### src/rtl/lutBendPkg.sv
package lutBendPkg;
  typedef struct packed {
    logic pixEn;
    logic colFirst;
    logic dropHit;
  } bendStrobe_t;

  typedef enum logic [1:0] {
    SEL_TABLE  = 2'd0,
    SEL_SHIFT  = 2'd1,
    SEL_THRESH = 2'd2,
    SEL_GAIN   = 2'd3
  } cfgSel_e;
endpackage

### src/rtl/lutBendCtrl.sv
module lutBendCtrl
  import lutBendPkg::*;
#(
  parameter int COL_W = 6,
  parameter int SH_W  = 5,
  parameter int PIX_W = 8
) (
  input  logic             clk,
  input  logic             rstN,
  input  logic             cfgWe,
  input  logic [1:0]       cfgSel,
  input  logic [15:0]      cfgData,
  input  logic             trigIn,
  input  logic             pixValid,
  input  logic             lineStart,
  input  logic             frameStart,
  output bendStrobe_t      strobe,
  output logic [COL_W-1:0] colIdx,
  output logic [15:0]      lutTable,
  output logic [SH_W-1:0]  shiftAmt,
  output logic [PIX_W-1:0] gain,
  output logic [15:0]      threshQ,
  output logic [15:0]      seedVal,
  output logic [15:0]      frameCnt,
  output logic             trigPrev
);
  logic [COL_W-1:0] colCnt;
  logic [15:0]      frameCur;
  logic [15:0]      hashVal;
  logic             isFirst;

  function automatic logic [15:0] mixHash(input logic [15:0] fr, input logic [15:0] col,
                                          input logic [15:0] sd);
    logic [15:0] h;
    h = (fr * 16'h2F1B) ^ (col * 16'h9E37) ^ sd;
    h = h ^ (h >> 7);
    h = h * 16'h5A2D;
    h = h ^ (h >> 8);
    return h;
  endfunction

  function automatic logic [15:0] nextSeed(input logic [15:0] s);
    logic [15:0] t;
    t = s ^ (s << 7);
    t = t ^ (t >> 9);
    t = t ^ (t << 8);
    return t;
  endfunction

  assign isFirst  = lineStart || frameStart;
  assign colIdx   = isFirst ? '0 : colCnt;
  assign frameCur = (pixValid && frameStart) ? frameCnt + 16'd1 : frameCnt;
  assign hashVal  = mixHash(frameCur, 16'(colIdx), seedVal);

  always_comb begin
    strobe.pixEn    = pixValid;
    strobe.colFirst = isFirst;
    strobe.dropHit  = (threshQ == 16'hFFFF) || (hashVal < threshQ);
  end

  always_ff @(posedge clk) begin
    if (!rstN) begin
      colCnt   <= '0;
      frameCnt <= '0;
      seedVal  <= 16'hACE1;
      trigPrev <= 1'b0;
      lutTable <= 16'h6996;
      shiftAmt <= '0;
      threshQ  <= '0;
      gain     <= PIX_W'(16);
    end else begin
      trigPrev <= trigIn;
      if (trigIn && !trigPrev) seedVal <= nextSeed(seedVal);
      if (pixValid) begin
        colCnt   <= colIdx + 1'b1;
        frameCnt <= frameCur;
      end
      if (cfgWe) begin
        case (cfgSel_e'(cfgSel))
          SEL_TABLE:  lutTable <= cfgData;
          SEL_SHIFT:  shiftAmt <= cfgData[SH_W-1:0];
          SEL_THRESH: threshQ  <= cfgData;
          default:    gain     <= cfgData[PIX_W-1:0];
        endcase
      end
    end
  end
endmodule

### src/rtl/lutBendPath.sv
module lutBendPath
  import lutBendPkg::*;
#(
  parameter int LINE_W = 64,
  parameter int COL_W  = 6,
  parameter int SH_W   = 5,
  parameter int PIX_W  = 8
) (
  input  logic             clk,
  input  logic             rstN,
  input  bendStrobe_t      strobe,
  input  logic [COL_W-1:0] colIdx,
  input  logic [PIX_W-1:0] pixLuma,
  input  logic [15:0]      lutTable,
  input  logic [SH_W-1:0]  shiftAmt,
  input  logic [SH_W-1:0]  shiftMod,
  input  logic [PIX_W-1:0] gain,
  output logic             outValid,
  output logic [PIX_W-1:0] outLuma
);
  localparam int FRAC_W = 4;

  logic [PIX_W-1:0]   lineMem [LINE_W];
  logic [COL_W-1:0]   offEff;
  logic [PIX_W-1:0]   shifted;
  logic [PIX_W-1:0]   prevSel;
  logic [PIX_W-1:0]   sampleSel;
  logic [2*PIX_W-1:0] prod;
  logic [PIX_W-1:0]   wrapped;
  logic [PIX_W-1:0]   errWord;

  assign offEff = COL_W'({1'b0, shiftAmt} + {1'b0, shiftMod});

  always_comb begin
    if (offEff == '0)        shifted = pixLuma;
    else if (colIdx < offEff) shifted = '0;
    else                      shifted = lineMem[colIdx - offEff];
  end

  always_comb begin
    if (!strobe.dropHit)      sampleSel = shifted;
    else if (strobe.colFirst) sampleSel = '0;
    else                      sampleSel = prevSel;
  end

  assign prod    = {{PIX_W{1'b0}}, sampleSel} * {{PIX_W{1'b0}}, gain};
  assign wrapped = prod[PIX_W+FRAC_W-1:FRAC_W];

  for (genvar k = 0; k < PIX_W; k++) begin : gErrBit
    logic [3:0] lutIdx;
    assign lutIdx = {pixLuma[(k+3)%PIX_W], pixLuma[(k+2)%PIX_W],
                     pixLuma[(k+1)%PIX_W], pixLuma[k]};
    assign errWord[k] = lutTable[lutIdx];
  end

  always_ff @(posedge clk) begin
    if (strobe.pixEn) lineMem[colIdx] <= pixLuma;
  end

  always_ff @(posedge clk) begin
    if (!rstN) begin
      outValid <= 1'b0;
      outLuma  <= '0;
      prevSel  <= '0;
    end else begin
      outValid <= strobe.pixEn;
      if (strobe.pixEn) begin
        outLuma <= errWord ^ wrapped;
        prevSel <= sampleSel;
      end
    end
  end
endmodule

### src/rtl/lutBender.sv
module lutBender
  import lutBendPkg::*;
#(
  parameter int LINE_W = 64,
  localparam int COL_W = $clog2(LINE_W),
  localparam int SH_W  = COL_W - 1
) (
  input  logic            clk,
  input  logic            rstN,
  input  logic            cfgWe,
  input  logic [1:0]      cfgSel,
  input  logic [15:0]     cfgData,
  input  logic [SH_W-1:0] shiftMod,
  input  logic            trigIn,
  input  logic            pixValid,
  input  logic            lineStart,
  input  logic            frameStart,
  input  logic [7:0]      pixLuma,
  output logic            outValid,
  output logic [7:0]      outLuma
);
  localparam int PIX_W = 8;

  bendStrobe_t      strobe;
  logic [COL_W-1:0] colIdx;
  logic [15:0]      lutTable;
  logic [SH_W-1:0]  shiftAmt;
  logic [PIX_W-1:0] gain;
  logic [15:0]      threshQ;
  logic [15:0]      seedVal;
  logic [15:0]      frameCnt;
  logic             trigPrev;

  lutBendCtrl #(.COL_W(COL_W), .SH_W(SH_W), .PIX_W(PIX_W)) ctrl_i (
    .clk(clk), .rstN(rstN), .cfgWe(cfgWe), .cfgSel(cfgSel), .cfgData(cfgData),
    .trigIn(trigIn), .pixValid(pixValid), .lineStart(lineStart),
    .frameStart(frameStart), .strobe(strobe), .colIdx(colIdx),
    .lutTable(lutTable), .shiftAmt(shiftAmt), .gain(gain), .threshQ(threshQ),
    .seedVal(seedVal), .frameCnt(frameCnt), .trigPrev(trigPrev)
  );

  lutBendPath #(.LINE_W(LINE_W), .COL_W(COL_W), .SH_W(SH_W), .PIX_W(PIX_W)) path_i (
    .clk(clk), .rstN(rstN), .strobe(strobe), .colIdx(colIdx), .pixLuma(pixLuma),
    .lutTable(lutTable), .shiftAmt(shiftAmt), .shiftMod(shiftMod), .gain(gain),
    .outValid(outValid), .outLuma(outLuma)
  );
endmodule

### config.mk
export PLATFORM = sky130hd
export DESIGN_NAME = lutBender
export DESIGN_NICKNAME = d
export VERILOG_FILES = /design/src/rtl/lutBendPkg.sv /design/src/rtl/lutBendCtrl.sv /design/src/rtl/lutBendPath.sv /design/src/rtl/lutBender.sv
export SDC_FILE = /design/constraint.sdc
export NUM_CORES = 1
export LEC_CHECK = 0
export ABC_AREA = 1
export BUFFER_PORTS_ARGS = -buffer_cell sky130_fd_sc_hd__buf_2
export CORE_ASPECT_RATIO = 1.4
export CORE_MARGIN = 3
export CORE_UTILIZATION = 40
export CTS_CLUSTER_DIAMETER = 30
export DETAILED_ROUTE_END_ITERATION = 8
export GPL_TIMING_DRIVEN = 1
export PLACE_DENSITY = 0.63
export SETUP_SLACK_MARGIN = 0.05
export SLEW_MARGIN = 20
export SYNTH_ARGS = -nofsm -noshare
export SYNTH_HDL_FRONTEND = slang
export SYNTH_SLANG_ARGS = --single-unit
### constraint.sdc
create_clock -name clk -period 18.9 [get_ports clk]
set_input_delay 1.89 -clock clk [delete_from_list [all_inputs] [get_ports clk]]
set_output_delay 1.89 -clock clk [all_outputs]
set_load 0.01 [all_outputs]
[After elaboration in Yosys (flattened, before gate mapping)]
Memory sizes are Yosys's and may differ from the RTL's.
Index checks and enable logic that the tools add are counted.
Storage, ports and cells
  register bits: 101
  RAM bits: 512
  input port bits: 38
  output and inout bits: 9
  word-level logic and storage cells: 78
  memories: 1
Cells by class
  $add $sub $neg: 4
  multipliers: 4
  order comparisons: 10
  equality and inequality tests: 3
  multiplexer cells: 24
  bitwise gates (word level): 9
  reduce and logical (&&, ||, !) cells: 12
Memory list
  path_i.lineMem: depth 64, bits a word 8, read ports 1, clocked after memory_dff 0, wr ports 1, line lutBendPath.sv:23  | logic [PIX_W-1:0] lineMem [LINE_W];
Operator list (count)
  XOR 16 bit: 4
  less-than comparator 4 x 5 -> 1 bit, second input constant: 8
  binary-select mux 1 bit (select 4 bit): 8
  two-way mux 8 bit: 4
  adder 16 x 1 -> 16 bit, second input constant: 1
  == test 16 bit, second input constant: 1
  less-than comparator 16 bit: 1
  multiplier 16 x 14 -> 16 bit, second input constant: 1
  multiplier 16 x 15 -> 16 bit, second input constant: 1
  multiplier 6 x 16 -> 16 bit, second input constant: 1
  two-way mux 16 bit: 1
  XOR 16 x 7 -> 16 bit: 1
  XOR 16 x 8 -> 16 bit: 1
  XOR 16 x 9 -> 16 bit: 1
  multiplier 8 x 8 -> 12 bit: 1
  two-way mux 1 bit: 10
  AND reduction 2 bit: 4
  XOR 8 bit: 1
  adder 5 x 5 -> 6 bit: 1
  adder 6 x 1 -> 6 bit, second input constant: 1
  zero test 6 bit: 1
  less-than comparator 6 bit: 1
  two-way mux 6 bit: 1
  subtractor 6 bit: 1
  other kinds (8): 10

[Longest topological paths before layout]
Gate-level depths: netlist of run 1.
  depth in word-level cells: 13
  gate-level depth with buffers: 103
  gate-level depth less buffers: 103

[Modules after synthesis]
From an unflattened synthesis of run 1, not the netlist that was laid out.
Unflattened totals
  cell total of the unflattened synthesis: 3606
  area, all modules: 34951.0 um2
By module, submodules not included
  lutBendPath: instances 1, cells each 2338, area each 25002.7 um2, seq. area each 15715.1 um2
  lutBendCtrl: instances 1, cells each 1268, area each 9948.3 um2, seq. area each 1681.6 um2

[Least setup slack after synthesis of run 1]
Ideal clock, no wire load.
  path kind: in2reg
  start point: in frameStart
  end point: reg path_i.outLuma[7]
  setup time: 109 ps
  arrival: 16226 ps
  required time: 18791 ps
  setup slack: 2565 ps
  stages: 87
  buffers on the path: 0
  path through: nand2_2 nor3_4 nand2_2 nor2_4 nand2_2 nor2_1 xor2_1 inv_1 ha_1 inv_1 fa_1 inv_1 ha_1 fa_1 fa_1 inv_1 fa_1 inv_1 [... 51 more ...] inv_1 fa_1 inv_1 ha_1 a21oi_1 o21ai_0 nand2_1 nand2_1 a21oi_1 nand4_1 nand2_1 nand2_1 inv_1 nor2_1 nand2_1 nand3_1 nand2_1 inv_1
On the way
  word-level cells in the longest chain between the ends: 13
  elaborated cells on any way between the ends: 22
  those cells by class: 1 x add/sub; 4 x mul; 2 x order compare; 6 x mux; 5 x bitwise; 3 x reduce/logical; 1 x memory
Ends and longest elaborated chain
  from (decl): line lutBender.sv:17  | input logic frameStart,
  logical AND 1 bit: line lutBendCtrl.sv:52  | assign frameCur = (pixValid && frameStart) ? frameCnt + 16'd1 : frameCnt;
  two-way mux 16 bit: line lutBendCtrl.sv:52
  net ctrl_i.frameCur[8]: line lutBendCtrl.sv:28  | logic [15:0] frameCur;
  multiplier 16 x 14 -> 16 bit: line lutBendCtrl.sv:35  | h = (fr * 16'h2F1B) ^ (col * 16'h9E37) ^ sd;
  XOR 16 bit (2 in a row): line lutBendCtrl.sv:35
  XOR 16 x 9 -> 16 bit: line lutBendCtrl.sv:36  | h = h ^ (h >> 7);
  multiplier 16 x 15 -> 16 bit: line lutBendCtrl.sv:37  | h = h * 16'h5A2D;
  XOR 16 x 8 -> 16 bit: line lutBendCtrl.sv:38  | h = h ^ (h >> 8);
  less-than comparator 16 bit: line lutBendCtrl.sv:58  | strobe.dropHit = (threshQ == 16'hFFFF) || (hashVal < threshQ);
  logical OR 1 bit: line lutBendCtrl.sv:58
  two-way mux 8 bit: line lutBendPath.sv:41  | if (!strobe.dropHit) sampleSel = shifted;
  multiplier 8 x 8 -> 12 bit: line lutBendPath.sv:46  | assign prod = {{PIX_W{1'b0}}, sampleSel} * {{PIX_W{1'b0}}, gain};
  XOR 8 bit: line lutBendPath.sv:68  | outLuma <= errWord ^ wrapped;
  to (signal assigned): line lutBendPath.sv:68
  to (decl): line lutBendPath.sv:19  | output logic [PIX_W-1:0] outLuma
The timed path passes the listed nets, and every way through them passes these cells.
A chain may end at the register's enable or synchronous reset.

[Worst setup path after layout of run 1]
Same ends and word-level chain as after synthesis.

==> results.cfg, run 1 <==
[cells_and_area]
final_layout_size_suffix_gt1_frac = 0.08457
instances_no_fill = 4509
fin_util = 0.4616
most_frequent_standard_cell_in_the_layout_excluding_fill_and_tap_cells = sky130_fd_sc_hd__nand2_1
layout.cells.most_common_list = sky130_fd_sc_hd__nand2_1, sky130_fd_sc_hd__edfxtp_1, sky130_fd_sc_hd__inv_1
flow.area_growth_from_synthesis_pct = 13.73
layout.nets = 3689

[global_routing]
number_of_global_route_vias_before_repair = 24550
antenna_found_initial = 4
grt_max_degree = 95
gr-usage-all-layers = 0.2024
wire_length_of_the_first_global_routing_pass_um = 138400
grt_remaining_overflow = 0

[synth]
synth-async-reset-ratio = 0
synthDominantAreaCellType = sky130_fd_sc_hd__edfxtp_1
synth_nets = 3669
ys_top_cells_by_area = sky130_fd_sc_hd__edfxtp_1, sky130_fd_sc_hd__ha_1, sky130_fd_sc_hd__fa_1, sky130_fd_sc_hd__nand2_1, sky130_fd_sc_hd__dfxtp_1
yosys_warnings = 0
ys_seq_area_frac = 0.5133
post_synth_num_cell_types = 51
postSynthCellCount = 3333
synth.top_cell.area_share = 0.4536
syn_avg_cell_area_um2 = 10.17
synth_seq_cells = 613
synth_edf_count = 512
syn-cell-area_mm2 = 0.03390
postSynth.topFlopCell = sky130_fd_sc_hd__edfxtp_1

[cts]
post_cts_setup_buffer_count = 0
worst_setup_hold_path_clk_slew_ps = 60
clock_insertion_delay_at_the_later_pin_of_the_skew_report_ps = 680
cts-hold-fix-buffers = 0
post_cts_resize_count = 0
cts_max_level = 3
tritoncts_clock_tree = built
tritoncts.num_buffers = 91
clock_tree.root_cell = sky130_fd_sc_hd__clkbuf_16
clock_tree.buffer_depth = 3
numClockSinks = 613

[sta]
max_clk_rate_mhz = 57.43
timing_hold_violations_final = 0
worstMarginPinSlew_ps = 1113
report.final.slew_viol_count = 0
fin_setup_tns_ps = 0
final.setup_skew_ps = 46.32
post-route-worst-setup-slack_ps = 1489
min_period_over_period = 0.9212
layout_min_cycle_time_ps = 17410
max_slew_margin = 0.2555
rsz0062_at_grt = false
setup_viol = 0

[routing]
drt_first_pass_iters = 5
route.detailed.wl_per_inst_um = 19.85
detailedRoute.firstIterationViolations = 1929
total_via_count_in_the_routed_design = 24490
post_drt_via_cell_ratio = 5.431
postRouteWirelength_um = 89490
post-route-drc-count = 0
antenna_violating_nets_post_route = 0

[worst_setup_path]
worstPathMaxFanout = 9
r2r_setup_slack_ps = 2340
critPathKind = input pin to flip-flop
kind_of_start_point_of_the_critical_path = input pin
endpoint_kind = flip-flop
critPathSlowestCell = sky130_fd_sc_hd__fa_1
largest_delay_contributor_family_on_the_critical_path = adder cells
crit_arrival_ps = 17980
critPathMaxStageDelay_ps = 530
worst_ep_required_time_ps = 19470
path_common_cell = sky130_fd_sc_hd__inv_1
cp.buffers_inverters = 17

[outcome]
status = complete, no violations

[die]
placement_row_count = 125
floorplan.core_area_mm2 = 0.08352
design.die.area_mm2 = 0.08832
start_util = 0.4058
fp.dieW_um = 252.0
boundaryPins = 47
die-height_um = 350.4

[placement]
final_weighted_congestion_in_routability_driven_placement = 0.8755
dp_slack_ps = 813.1
i_o_buffers = 46
hpwl_um = 59390
dp_cells = 4339

[hold_path]
hold_path_class = flip-flop to flip-flop

[run]
drv.max_cap_violation_count = 0
==> worst min-delay path, cell delays in order, from the launching register on <==
cell and delay (ps):
sky130_fd_sc_hd__dfxtp_1 310, sky130_fd_sc_hd__nand2_1 60, sky130_fd_sc_hd__a21oi_1 50
==> routing by layer <==
metal,share of wire,track usage,vias to the layer above
met1,0.39,0.2383,11880
met5,0.00022,0,-
met4,0.042,0.09446,4
li1,-,-,11580
met2,0.51,0.3651,825
met3,0.060,0.02751,206
==> stage by stage <==
step                cell area (um2)  hold slack, ps
floorplan                     33900           437.7
global placement              35170           449.8
detailed placement            35170           456.4
CTS                           38550           464.3
global route                  38550           501.4
finish                        38550           464.9
==> layout make-up <==
type | instances | area [um2]
inverter | 400 | 1511
tap | 1079 | 1350
clock inverter | 74 | 1074
clock buffer | 95 | 2302
antenna | 1 | 2.502
sequential | 613 | 17400
fill | 7802 | 44970
multi-input combinational | 2173 | 14470
timing repair buffer | 74 | 440.4
==> registers in the layout, summed over array words and instances (netlist names) <==
register	flops
path_i.lineMem	512
ctrl_i.frameCnt	16
ctrl_i.lutTable	16
ctrl_i.seedVal	16
ctrl_i.threshQ	16
ctrl_i.gain	8
path_i.outLuma	8
path_i.prevSel	8
ctrl_i.colCnt	6
ctrl_i.shiftAmt	5
ctrl_i.trigPrev	1
path_i.outValid	1
==> path summary, 6_finish.rpt <==
kind / startpoint / endpoint / cells after the start
min reg2reg: ctrl_i.colCnt[2] / ctrl_i.colCnt[2] / 2
min: ctrl_i.colCnt[2] / ctrl_i.colCnt[2] / 2
max: frameStart / path_i.outLuma[7] / 88
max reg2reg: ctrl_i.frameCnt[0] / path_i.outLuma[7] / 88
==> Yosys cell counts (7+ instances only) <==
library cell               count
sky130_fd_sc_hd__inv_2         8
sky130_fd_sc_hd__or2_2         8
sky130_fd_sc_hd__buf_2        24
sky130_fd_sc_hd__a32o_1       29
sky130_fd_sc_hd__nand3_1     112
sky130_fd_sc_hd__clkinv_1      9
sky130_fd_sc_hd__nand2_1     565
sky130_fd_sc_hd__a221oi_1     56
sky130_fd_sc_hd__o21ai_0     199
sky130_fd_sc_hd__clkbuf_1     93
sky130_fd_sc_hd__a21o_1        8
sky130_fd_sc_hd__xnor2_1      65
sky130_fd_sc_hd__o21ai_1       7
sky130_fd_sc_hd__a32oi_1      18
sky130_fd_sc_hd__dfxtp_1     101
sky130_fd_sc_hd__nor2_1      243
sky130_fd_sc_hd__a22oi_1      11
sky130_fd_sc_hd__o211ai_1     67
sky130_fd_sc_hd__ha_1        191
sky130_fd_sc_hd__inv_1       383
sky130_fd_sc_hd__buf_1        30
sky130_fd_sc_hd__nor3_1        7
sky130_fd_sc_hd__nand4_1      14
sky130_fd_sc_hd__a21oi_1     293
sky130_fd_sc_hd__a211oi_1      8
sky130_fd_sc_hd__fa_1        107
sky130_fd_sc_hd__xor2_1       86
sky130_fd_sc_hd__o21bai_1      9
sky130_fd_sc_hd__edfxtp_1    512
sky130_fd_sc_hd__o22ai_1      12
sky130_fd_sc_hd__nand2_2      12
==> cell families after synthesis <==
group / Yosys count / synth area share
AOI/OAI and AO/OA: 732 / 0.1298
buffers and inverters: 547 / 0.06146
adders and majority gates: 298 / 0.1337
and+or+nand+nor: 988 / 0.1206
xor gates and xnor gates: 155 / 0.04127
DFF: 613 / 0.5133
Power of run 1 is left out: the tool's default activity adds up to more than one toggle a clock period on the data nets, which glitch-free logic cannot reach.
==> inputs of run 2 (changes only) <==
--- a/config.mk
+++ b/config.mk
@@ -10,7 +10,7 @@
 export CORE_ASPECT_RATIO = 1.4
 export CORE_MARGIN = 3
 export CORE_UTILIZATION = 40
-export CTS_CLUSTER_DIAMETER = 30
+export CTS_CLUSTER_DIAMETER = 100
 export DETAILED_ROUTE_END_ITERATION = 8
 export GPL_TIMING_DRIVEN = 1
 export PLACE_DENSITY = 0.63
==> constraint.sdc (replaced) <==
create_clock -name clk -period 18.9 [get_ports clk]
set_input_delay 3.78 -clock clk [delete_from_list [all_inputs] [get_ports clk]]
set_output_delay 3.78 -clock clk [all_outputs]
set_load 0.01 [all_outputs]
==> results.cfg, run 2 (synthesis gave the netlist of run 1 again) <==
[hold_path]
hold_path_class = flip-flop to flip-flop
hold_path_depth = 2

[placement]
hpwl_um = 59530
final_weighted_congestion_in_routability_driven_placement = 0.8607
i_o_buffers = 46

[worst_setup_path]
kind_of_start_point_of_the_critical_path = input pin
worst_ep_required_time_ps = 19450
endpoint_kind = flip-flop
critPathSlowestCell = sky130_fd_sc_hd__fa_1
cp.buffers_inverters = 16
worstPathMaxFanout = 8
critical_path_depth = 82
rr_worst_depth = 82
crit_arrival_ps = 18530
path_common_cell = sky130_fd_sc_hd__nand2_1
largest_delay_contributor_family_on_the_critical_path = adder cells
critPathKind = input pin to flip-flop
critPathMaxStageDelay_ps = 570

[routing]
route.detailed.wl_per_inst_um = 19.77
total_via_count_in_the_routed_design = 24470
drt_first_pass_iters = 5
antenna_violating_nets_post_route = 0
postRouteWirelength_um = 88970
detailedRoute.firstIterationViolations = 1677
post_drt_via_cell_ratio = 5.435
post-route-drc-count = 0

[sta]
report.final.slew_viol_count = 0
final.setup_skew_ps = 48.21
hold_ws_ps = 466.8
rsz0062_at_grt = false
min_period_over_period = 0.9512
layout_min_cycle_time_ps = 17980
setup_viol = 0
max_clk_rate_mhz = 55.63
max_slew_margin = 0.2969
timing_hold_violations_final = 0
worstMarginPinSlew_ps = 1048

[cells_and_area]
layout.cells.most_common_list = sky130_fd_sc_hd__nand2_1, sky130_fd_sc_hd__edfxtp_1, sky130_fd_sc_hd__inv_1
fillers = 7871
flow.area_growth_from_synthesis_pct = 11.85
antenna-diode-count = 0
number_of_flip_flops_in_the_largest_register = 512
layout.nets = 3711
most_frequent_standard_cell_in_the_layout_excluding_fill_and_tap_cells = sky130_fd_sc_hd__nand2_1
top_register_by_number_of_flip_flops = path_i.lineMem
final_layout_size_suffix_gt1_frac = 0.1008

[global_routing]
grt_max_degree = 170
globalRouteMet3Util = 0.02536
grt_most_used_layer = met2
grt_remaining_overflow = 0
antenna_found_initial = 2
wire_length_of_the_first_global_routing_pass_um = 137500
number_of_global_route_vias_before_repair = 24070
gr-usage-all-layers = 0.1998
use_met1 = 0.2440
grt_use_met2 = 0.3579

[outcome]
status = complete, no violations

[cts]
worst_setup_hold_path_clk_slew_ps = 70
cts-hold-fix-buffers = 0
cts_max_level = 2
clock_insertion_delay_at_the_later_pin_of_the_skew_report_ps = 660
numClockSinks = 613
tritoncts.num_buffers = 55
tritoncts_clock_tree = built
clock_tree.buffer_depth = 3
clock_tree.root_cell = sky130_fd_sc_hd__clkbuf_16

[die]
die-height_um = 350.4
fp.dieW_um = 252.0
placement_row_count = 125
start_util = 0.4058
design.die.area_mm2 = 0.08832
floorplan.core_area_mm2 = 0.08352
boundaryPins = 47

[run]
drv.max_cap_violation_count = 0
[run 2: cell count changes in the layout (fill, tap and decap cells not counted), moves of 8 or more]
| cell | previous run | this run |
|---|---|---|
| sky130_fd_sc_hd__buf_4 | 28 | 85 |
| sky130_fd_sc_hd__nand2_1 | 565 | 554 |
| sky130_fd_sc_hd__nand2_2 | 12 | 21 |
| sky130_fd_sc_hd__inv_2 | 8 | 16 |
| sky130_fd_sc_hd__clkbuf_16 | 91 | 55 |
| sky130_fd_sc_hd__inv_1 | 382 | 371 |
| sky130_fd_sc_hd__ha_1 | 190 | 180 |
[run 2: final cells by class]
type / instances / area (um2) / share of cell area
Clock inverter: 48 / 586.8 / 0.01548
Tap cell: 1079 / 1350 / 0.03561
Clock buffer: 56 / 1380 / 0.03640
Timing Repair Buffer: 132 / 900.9 / 0.02376
Sequential cell: 613 / 17400 / 0.4589
Inverter: 400 / 1514 / 0.03993
Multi-Input combinational cell: 2173 / 14780 / 0.3900
[run 2: timing repair]
action / in CTS / in global routing
endpoints found under the setup margin: 0 / 6
buffers inserted: 0 / 4
gates resized for setup: 0 / 77
[run 2: layer usage]
layer | routed length [um] | share of wire
met5 | 10 | 0.00011
met4 | 3559 | 0.040
met3 | 4605 | 0.052
met2 | 45130 | 0.51
met1 | 35660 | 0.40
[run 2: final timing paths]
check                                   startpoint                 to  slack, ps
worst min register to register    ctrl_i.colCnt[2]   ctrl_i.colCnt[2]        470
worst max register to register  ctrl_i.frameCnt[0]  path_i.outLuma[7]       3670
worst max-delay path                    frameStart  path_i.outLuma[7]        920
worst min-delay path              ctrl_i.colCnt[2]   ctrl_i.colCnt[2]        470
[run 2: worst register-to-register path, delay by kind of cell, from the launching register on]
kind	cells	cell delay (ps)
fa+ha+maj	20	7950
buf+inv	16	1110
simple gates	27	2340
flops	1	370
compound gates	9	1550
xor+xnor	10	1880
[run 2: per-stage QoR]
step	setup slack (ps)	area (um2)	instances	setup TNS [ps]	util
3_3_place_gp	22.41	35590	4393	0	0.4261
4_1_cts	458.1	37550	4497	0	0.4497
6_report	922.6	37910	4501	0	0.4539
5_1_grt	34.67	37910	4501	0	0.4539
3_5_place_dp	-224.7	35590	4393	-286.1	0.4261
2_1_floorplan	675.1	33900	3333	0	-
Power of run 2 is left out for the same reason.
